### src/rtl/rst_ctrl_pkg.sv
package rst_ctrl_pkg;

  typedef enum logic {
    MODE_DUAL = 1'b0,
    MODE_SYNC = 1'b1
  } rst_mode_e;

  // width of cascade stage d out of depth stages feeding leaves outputs
  function automatic int stage_w(input int d, input int depth, input int leaves);
    int w;
    w = leaves;
    for (int j = d; j < depth - 1; j++) w = (w + 1) / 2;
    if (w < 1) w = 1;
    return w;
  endfunction

endpackage

### src/rtl/rst_release_sync.sv
module rst_release_sync #(
  parameter int STAGES = 2
) (
  input  logic clk_i,
  input  logic rst_ni,
  output logic rel_o
);

  logic [STAGES-1:0] chain_q;

  always_ff @(posedge clk_i or negedge rst_ni) begin
    if (!rst_ni) chain_q <= '0;
    else         chain_q <= {chain_q[STAGES-2:0], 1'b1};
  end

  assign rel_o = chain_q[STAGES-1];

endmodule

### src/rtl/rst_delay_cnt.sv
module rst_delay_cnt #(
  parameter int CNT_W = 8
) (
  input  logic             clk_i,
  input  logic             arst_ni,
  input  logic [CNT_W-1:0] delay_i,
  output logic             done_o
);

  localparam logic [CNT_W-1:0] CNT_MAX = {CNT_W{1'b1}};

  logic [CNT_W-1:0] cnt_q;
  logic             done_q;
  logic [CNT_W:0]   cnt_inc;

  assign cnt_inc = {1'b0, cnt_q} + 1'b1;

  // re-assertion clears the count, so short pulses still get a full hold
  always_ff @(posedge clk_i or negedge arst_ni) begin
    if (!arst_ni) begin
      cnt_q  <= '0;
      done_q <= 1'b0;
    end else begin
      if (cnt_q != CNT_MAX) cnt_q <= cnt_inc[CNT_W-1:0];
      if (cnt_inc >= {1'b0, delay_i}) done_q <= 1'b1;
    end
  end

  assign done_o = done_q;

endmodule

### src/rtl/rst_fanout_tree.sv
module rst_fanout_tree
  import rst_ctrl_pkg::*;
#(
  parameter int DEPTH  = 2,
  parameter int LEAVES = 4
) (
  input  logic              clk_i,
  input  logic              rst_ni,
  input  logic              src_i,
  output logic [LEAVES-1:0] leaf_o
);

  for (genvar d = 0; d < DEPTH; d++) begin : g_stg
    localparam int W  = stage_w(d, DEPTH, LEAVES);
    localparam int WP = (d == 0) ? 1 : stage_w(d - 1, DEPTH, LEAVES);

    logic [W-1:0]  q;
    logic [W-1:0]  nxt;
    logic [WP-1:0] prev;

    if (d == 0) begin : g_root
      assign prev = src_i;
    end else begin : g_inner
      assign prev = g_stg[d-1].q;
    end

    always_comb begin
      for (int i = 0; i < W; i++) nxt[i] = prev[(i * WP) / W];
    end

    always_ff @(posedge clk_i or negedge rst_ni) begin
      if (!rst_ni) q <= '0;
      else         q <= nxt;
    end
  end

  assign leaf_o = g_stg[DEPTH-1].q;

endmodule

### src/rtl/rst_ctrl.sv
module rst_ctrl
  import rst_ctrl_pkg::*;
#(
  parameter int SYNC_STAGES   = 2,
  parameter int CNT_W         = 8,
  parameter int CASCADE_DEPTH = 2,
  parameter int NUM_LEAVES    = 4
) (
  input  logic                  clk_i,
  input  logic                  rst_ni,
  input  logic                  mode_i,
  input  logic [CNT_W-1:0]      delay_i,
  output logic                  arst_no,
  output logic                  srst_no,
  output logic [NUM_LEAVES-1:0] leaf_rst_no
);

  logic sync_rel;
  logic cnt_done;

  rst_release_sync #(
    .STAGES(SYNC_STAGES)
  ) u_sync (
    .clk_i (clk_i),
    .rst_ni(rst_ni),
    .rel_o (sync_rel)
  );

  // dual mode: pin drives clears directly; sync mode: aligned release
  assign arst_no = (rst_mode_e'(mode_i) == MODE_SYNC) ? sync_rel : rst_ni;

  rst_delay_cnt #(
    .CNT_W(CNT_W)
  ) u_cnt (
    .clk_i  (clk_i),
    .arst_ni(arst_no),
    .delay_i(delay_i),
    .done_o (cnt_done)
  );

  assign srst_no = cnt_done;

  rst_fanout_tree #(
    .DEPTH (CASCADE_DEPTH),
    .LEAVES(NUM_LEAVES)
  ) u_tree (
    .clk_i (clk_i),
    .rst_ni(rst_ni),
    .src_i (cnt_done),
    .leaf_o(leaf_rst_no)
  );

endmodule

### config.mk
export PLATFORM = sky130hd
export DESIGN_NAME = rst_ctrl
export DESIGN_NICKNAME = d
export VERILOG_FILES = /design/src/rtl/rst_ctrl_pkg.sv /design/src/rtl/rst_release_sync.sv /design/src/rtl/rst_delay_cnt.sv /design/src/rtl/rst_fanout_tree.sv /design/src/rtl/rst_ctrl.sv
export SDC_FILE = /design/constraint.sdc
export NUM_CORES = 1
export LEC_CHECK = 0
export BUFFER_PORTS_ARGS = -buffer_cell sky130_fd_sc_hd__buf_4
export CAP_MARGIN = 15
export CORE_UTILIZATION = 55
export DETAILED_ROUTE_END_ITERATION = 7
export HOLD_SLACK_MARGIN = 0.1
export PLACE_DENSITY = 0.81
export SYNTH_ARGS = -nofsm -noshare
export SYNTH_HDL_FRONTEND = slang
export SYNTH_SLANG_ARGS = --single-unit
export TNS_END_PERCENT = 100
### constraint.sdc
create_clock -name clk_i -period 1.7 [get_ports clk_i]
set_clock_uncertainty 0.15 [all_clocks]
set_input_delay 0.34 -clock clk_i [delete_from_list [all_inputs] [get_ports clk_i]]
set_output_delay 0.34 -clock clk_i [all_outputs]
set_load 0.02 [all_outputs]
==> PnR_summary.wiki <==
{| class="wikitable"
! Metric !! Value
|-
| Slowest Stage Delay on Critical Path || 0.36 ns
|-
| Leakage || 0.000524 uW
|-
| Top FF cell, synth || sky130_fd_sc_hd__dfrtp_1
|-
| Per-cell routed wire length || 13.3 microns
|-
| Number of H-tree branching levels || 1
|-
| Area share of the leading cell type in the synthesized netlist || 42.1%
|-
| Failing checks || DRC, setup timing
|-
| Post-route fraction of the period consumed by the critical path || 117%
|-
| Number of buffers and inverters on the critical path || 0
|-
| Via Count || 577
|-
| Layout area overhead || 38.2%
|-
| Sink count of the clock tree || 13
|-
| Post-synthesis async set-or-reset flop share || 100%
|-
| Number of buffers inserted by port buffering || 16
|-
| Final period demand of the worst path || 1.99 ns
|-
| Proportion of synthesized chip area in sequential cells || 42.1%
|-
| FILL cells || 79
|-
| Final antenna-violating net count || 0
|-
| Post-CTS setup buffer count || 0
|-
| Largest delay share family, worst path || simple AND/OR/NAND/NOR gates
|-
| Status || complete, but fails checks
|-
| Number of synthesis warnings || 0
|-
| Cells after Synth || 71
|-
| CTS Buffer Depth || 2
|-
| Kind of start point of the critical path || flop
|-
| Largest cells by area after synthesis || sky130_fd_sc_hd__dfrtp_1 42%, sky130_fd_sc_hd__ha_1 15%, sky130_fd_sc_hd__xor2_1 4.5%, sky130_fd_sc_hd__or2b_1 3.9%, sky130_fd_sc_hd__inv_1 3.4%
|-
| Final number of hold-violating endpoints || 0
|-
| Core outline area || 0.00130 sq mm
|-
| Commonest cells post-synth || 13 x sky130_fd_sc_hd__dfrtp_1, 9 x sky130_fd_sc_hd__ha_1, 7 x sky130_fd_sc_hd__inv_1
|-
| Grt total ovfl || 0
|-
| Source-to-sink clock delay at the later pin of the worst-skew pair || 0.29 ns
|-
| Antenna Diode Count || 0
|-
| Post-DP HPWL || 1120 microns
|-
| Final cell area excluding filler cells || 0.00107 sq mm
|-
| Number of cells on the worst hold path || 0
|-
| Worst Path Class, Setup || reg2reg
|-
| Number of distinct library cells after synthesis || 26
|-
| Area post-placement || 968 sq um
|-
| CTS tree || built
|-
| Final-layout setup total negative slack || -0.286 ns
|-
| Boundary Pins || 17
|-
| Count of maximum capacitance violations || 0
|-
| Register bit total from synthesis || 13
|-
| R2R Setup Slk || -0.29 ns
|-
| Minimum hold slack || 0.208 ns
|-
| Critical Path AT || 2.00 ns
|-
| Setup repair after global routing missed its margin || true
|-
| Crit-path cells || ha_2, and3_4, and3_4, xor2_4, ha_4, nand2_2, nand2_1, a31oi_1, o211ai_1
|-
| Area of the mapped netlist || 772 sq um
|-
| Worst ir drop on vdd || 0.000337 V
|-
| CP Capture Type || flop
|-
| Worst min-delay path class || reg2reg
|-
| PwrDens || 541 mW/mm^2
|-
| Cell type contributing the most total cell area after synthesis || sky130_fd_sc_hd__dfrtp_1
|-
| Initial DRC Count || 6
|-
| Global-route wire length before repair || 2280 microns
|-
| Clock root buffer || sky130_fd_sc_hd__clkbuf_4
|-
| Setup WS post-layout || -0.286 ns
|-
| GR Util All Layers || 23.0%
|-
| Total number of nets in the final design || 119
|-
| Placer Congestion || 0.681
|-
| Share of layout cells above drive strength 1 || 43.9%
|-
| Via-to-Cell Ratio || 5.11
|-
| Critical-path top delay cell || sky130_fd_sc_hd__dfrtp_1
|-
| Crit-path max FO || 3
|-
| Synthesized area per cell || 10.9 sq um
|-
| Number of global-route vias before repair || 586
|-
| FMAX || 504 MHz
|-
| Pin count of the biggest net entering global routing || 10
|-
| Pins Over Slew Limit || 0
|-
| Critical Path Stages || 9
|-
| Post-detailed-routing wire length || 1500 microns
|-
| Clock input transition at the sequential cells of the worst setup and hold paths || 0.09 ns
|-
| Number of antenna violations at the first check in global routing || 0
|-
| Most frequently used cell type in the post-synthesis netlist || sky130_fd_sc_hd__dfrtp_1
|-
| Number of design rule violations left after detail routing || 1
|-
| Clock buffer count from CTS || 3
|-
| Final setup viols || 1
|-
| Most common cell on crit path || sky130_fd_sc_hd__and3_4
|-
| Full die area || 0.00156 sq mm
|-
| Die Span Y || 39.5 microns
|-
| Data required time of the worst path || 1.72 ns
|-
| Number of flops mapped to enable cells by yosys || 0
|-
| Starting utilization of the core area || 59.3%
|-
| Horizontal die dimension || 39.5 microns
|-
| Number of cell instances on the worst register-to-register path || 9
|-
| DR pass1 iterations || 6
|-
| Site Rows || 13
|-
| Number of nets produced by synthesis || 91
|}
area by class of cell:
cell class | count | area [sq um] | area share (%)
Multi-Input combinational cell | 48 | 470 | 44.1
Sequential cell | 13 | 325 | 30.5
Timing Repair Buffer | 26 | 200 | 18.8
Clock buffer | 4 | 26.3 | 2.46
Inverter | 7 | 26.3 | 2.46
Tap cell | 15 | 18.8 | 1.76
cells in the final DEF (no fill, tap or decap), types with 2 or more instances in the layout:
| cell type | count |
|---|---|
| sky130_fd_sc_hd__clkbuf_4 | 3 |
| sky130_fd_sc_hd__mux2_2 | 2 |
| sky130_fd_sc_hd__inv_1 | 7 |
| sky130_fd_sc_hd__dfrtp_1 | 13 |
| sky130_fd_sc_hd__nor2_1 | 2 |
| sky130_fd_sc_hd__dlygate4sd3_1 | 2 |
| sky130_fd_sc_hd__xor2_4 | 2 |
| sky130_fd_sc_hd__buf_4 | 24 |
| sky130_fd_sc_hd__nand2_1 | 5 |
| sky130_fd_sc_hd__and3_4 | 2 |
| sky130_fd_sc_hd__xor2_1 | 2 |
| sky130_fd_sc_hd__ha_1 | 7 |
| sky130_fd_sc_hd__or2b_1 | 4 |
flip-flops by register name, summed over array words and instances (netlist names):
| signal | count |
|---|---|
| u_cnt.done_o | 1 |
| u_tree.leaf_o | 1 |
| u_sync.chain_q | 2 |
| u_tree.g_stg.q | 1 |
| u_cnt.cnt_q | 8 |
final timing paths:
path                                        startpoint                     endpoint
max                         u_cnt.cnt_q[0]$_DFFE_PN0P_     u_cnt.done_o$_DFFE_PN0P_
min                        u_sync.chain_q[0]$_DFF_PN0_  u_sync.chain_q[1]$_DFF_PN0_
max reg2reg                 u_cnt.cnt_q[0]$_DFFE_PN0P_     u_cnt.done_o$_DFFE_PN0P_
min reg2reg                u_sync.chain_q[0]$_DFF_PN0_  u_sync.chain_q[1]$_DFF_PN0_
max in group asynchronous  u_sync.chain_q[1]$_DFF_PN0_   u_cnt.cnt_q[3]$_DFFE_PN0P_
min in group asynchronous                       rst_ni   u_tree.leaf_o[0]$_DFF_PN0_
power by group:
group	internal (uW)	total (uW)	switching [uW]
Combinational	36.6	65.1	28.5
Clock	91.4	200	109
Sequential	311	312	0.543
layer usage:
layer / up-vias / global-route usage [%] / share of wire, % / wire length, microns
li1: 283 / - / - / -
met1: 268 / 22.5 / 39 / 591
met2: 21 / 43.0 / 53 / 795
met3: 5 / 3.41 / 4.2 / 63
met4: 0 / 15.5 / 3.6 / 54
met5: - / 0 / 0 / 0
timing repair:
action	CTS	global route
setup endpoints to repair	1	2
resized for setup	3	4
hold buffers	2	0
pin swaps	2	2
hold endpoints to repair	13	0
cells by family after synthesis:
kind of cell,after synthesis,share of synthesized area (%)
fa+ha+maj,9,14.6
compound gates,7,5.67
simple gates,21,17.0
flops,13,42.1
mux,3,4.86
buf+inv,10,6.32
xor+xnor,7,8.91
other cells,1,0.486
stage by stage:
step	std cells	utilization [%]	total power [uW]	worst slack [ns]
final	113	82.0	577	-0.286
after global routing	113	82.0	602	-0.373
after CTS	113	79.6	573	-0.277
after detailed placement	107	74.4	379	-0.298
after global placement	107	74.4	376	-0.240
after floorplan	71	-	347	-0.243
Note: power is estimated with default switching activity, not from simulation.
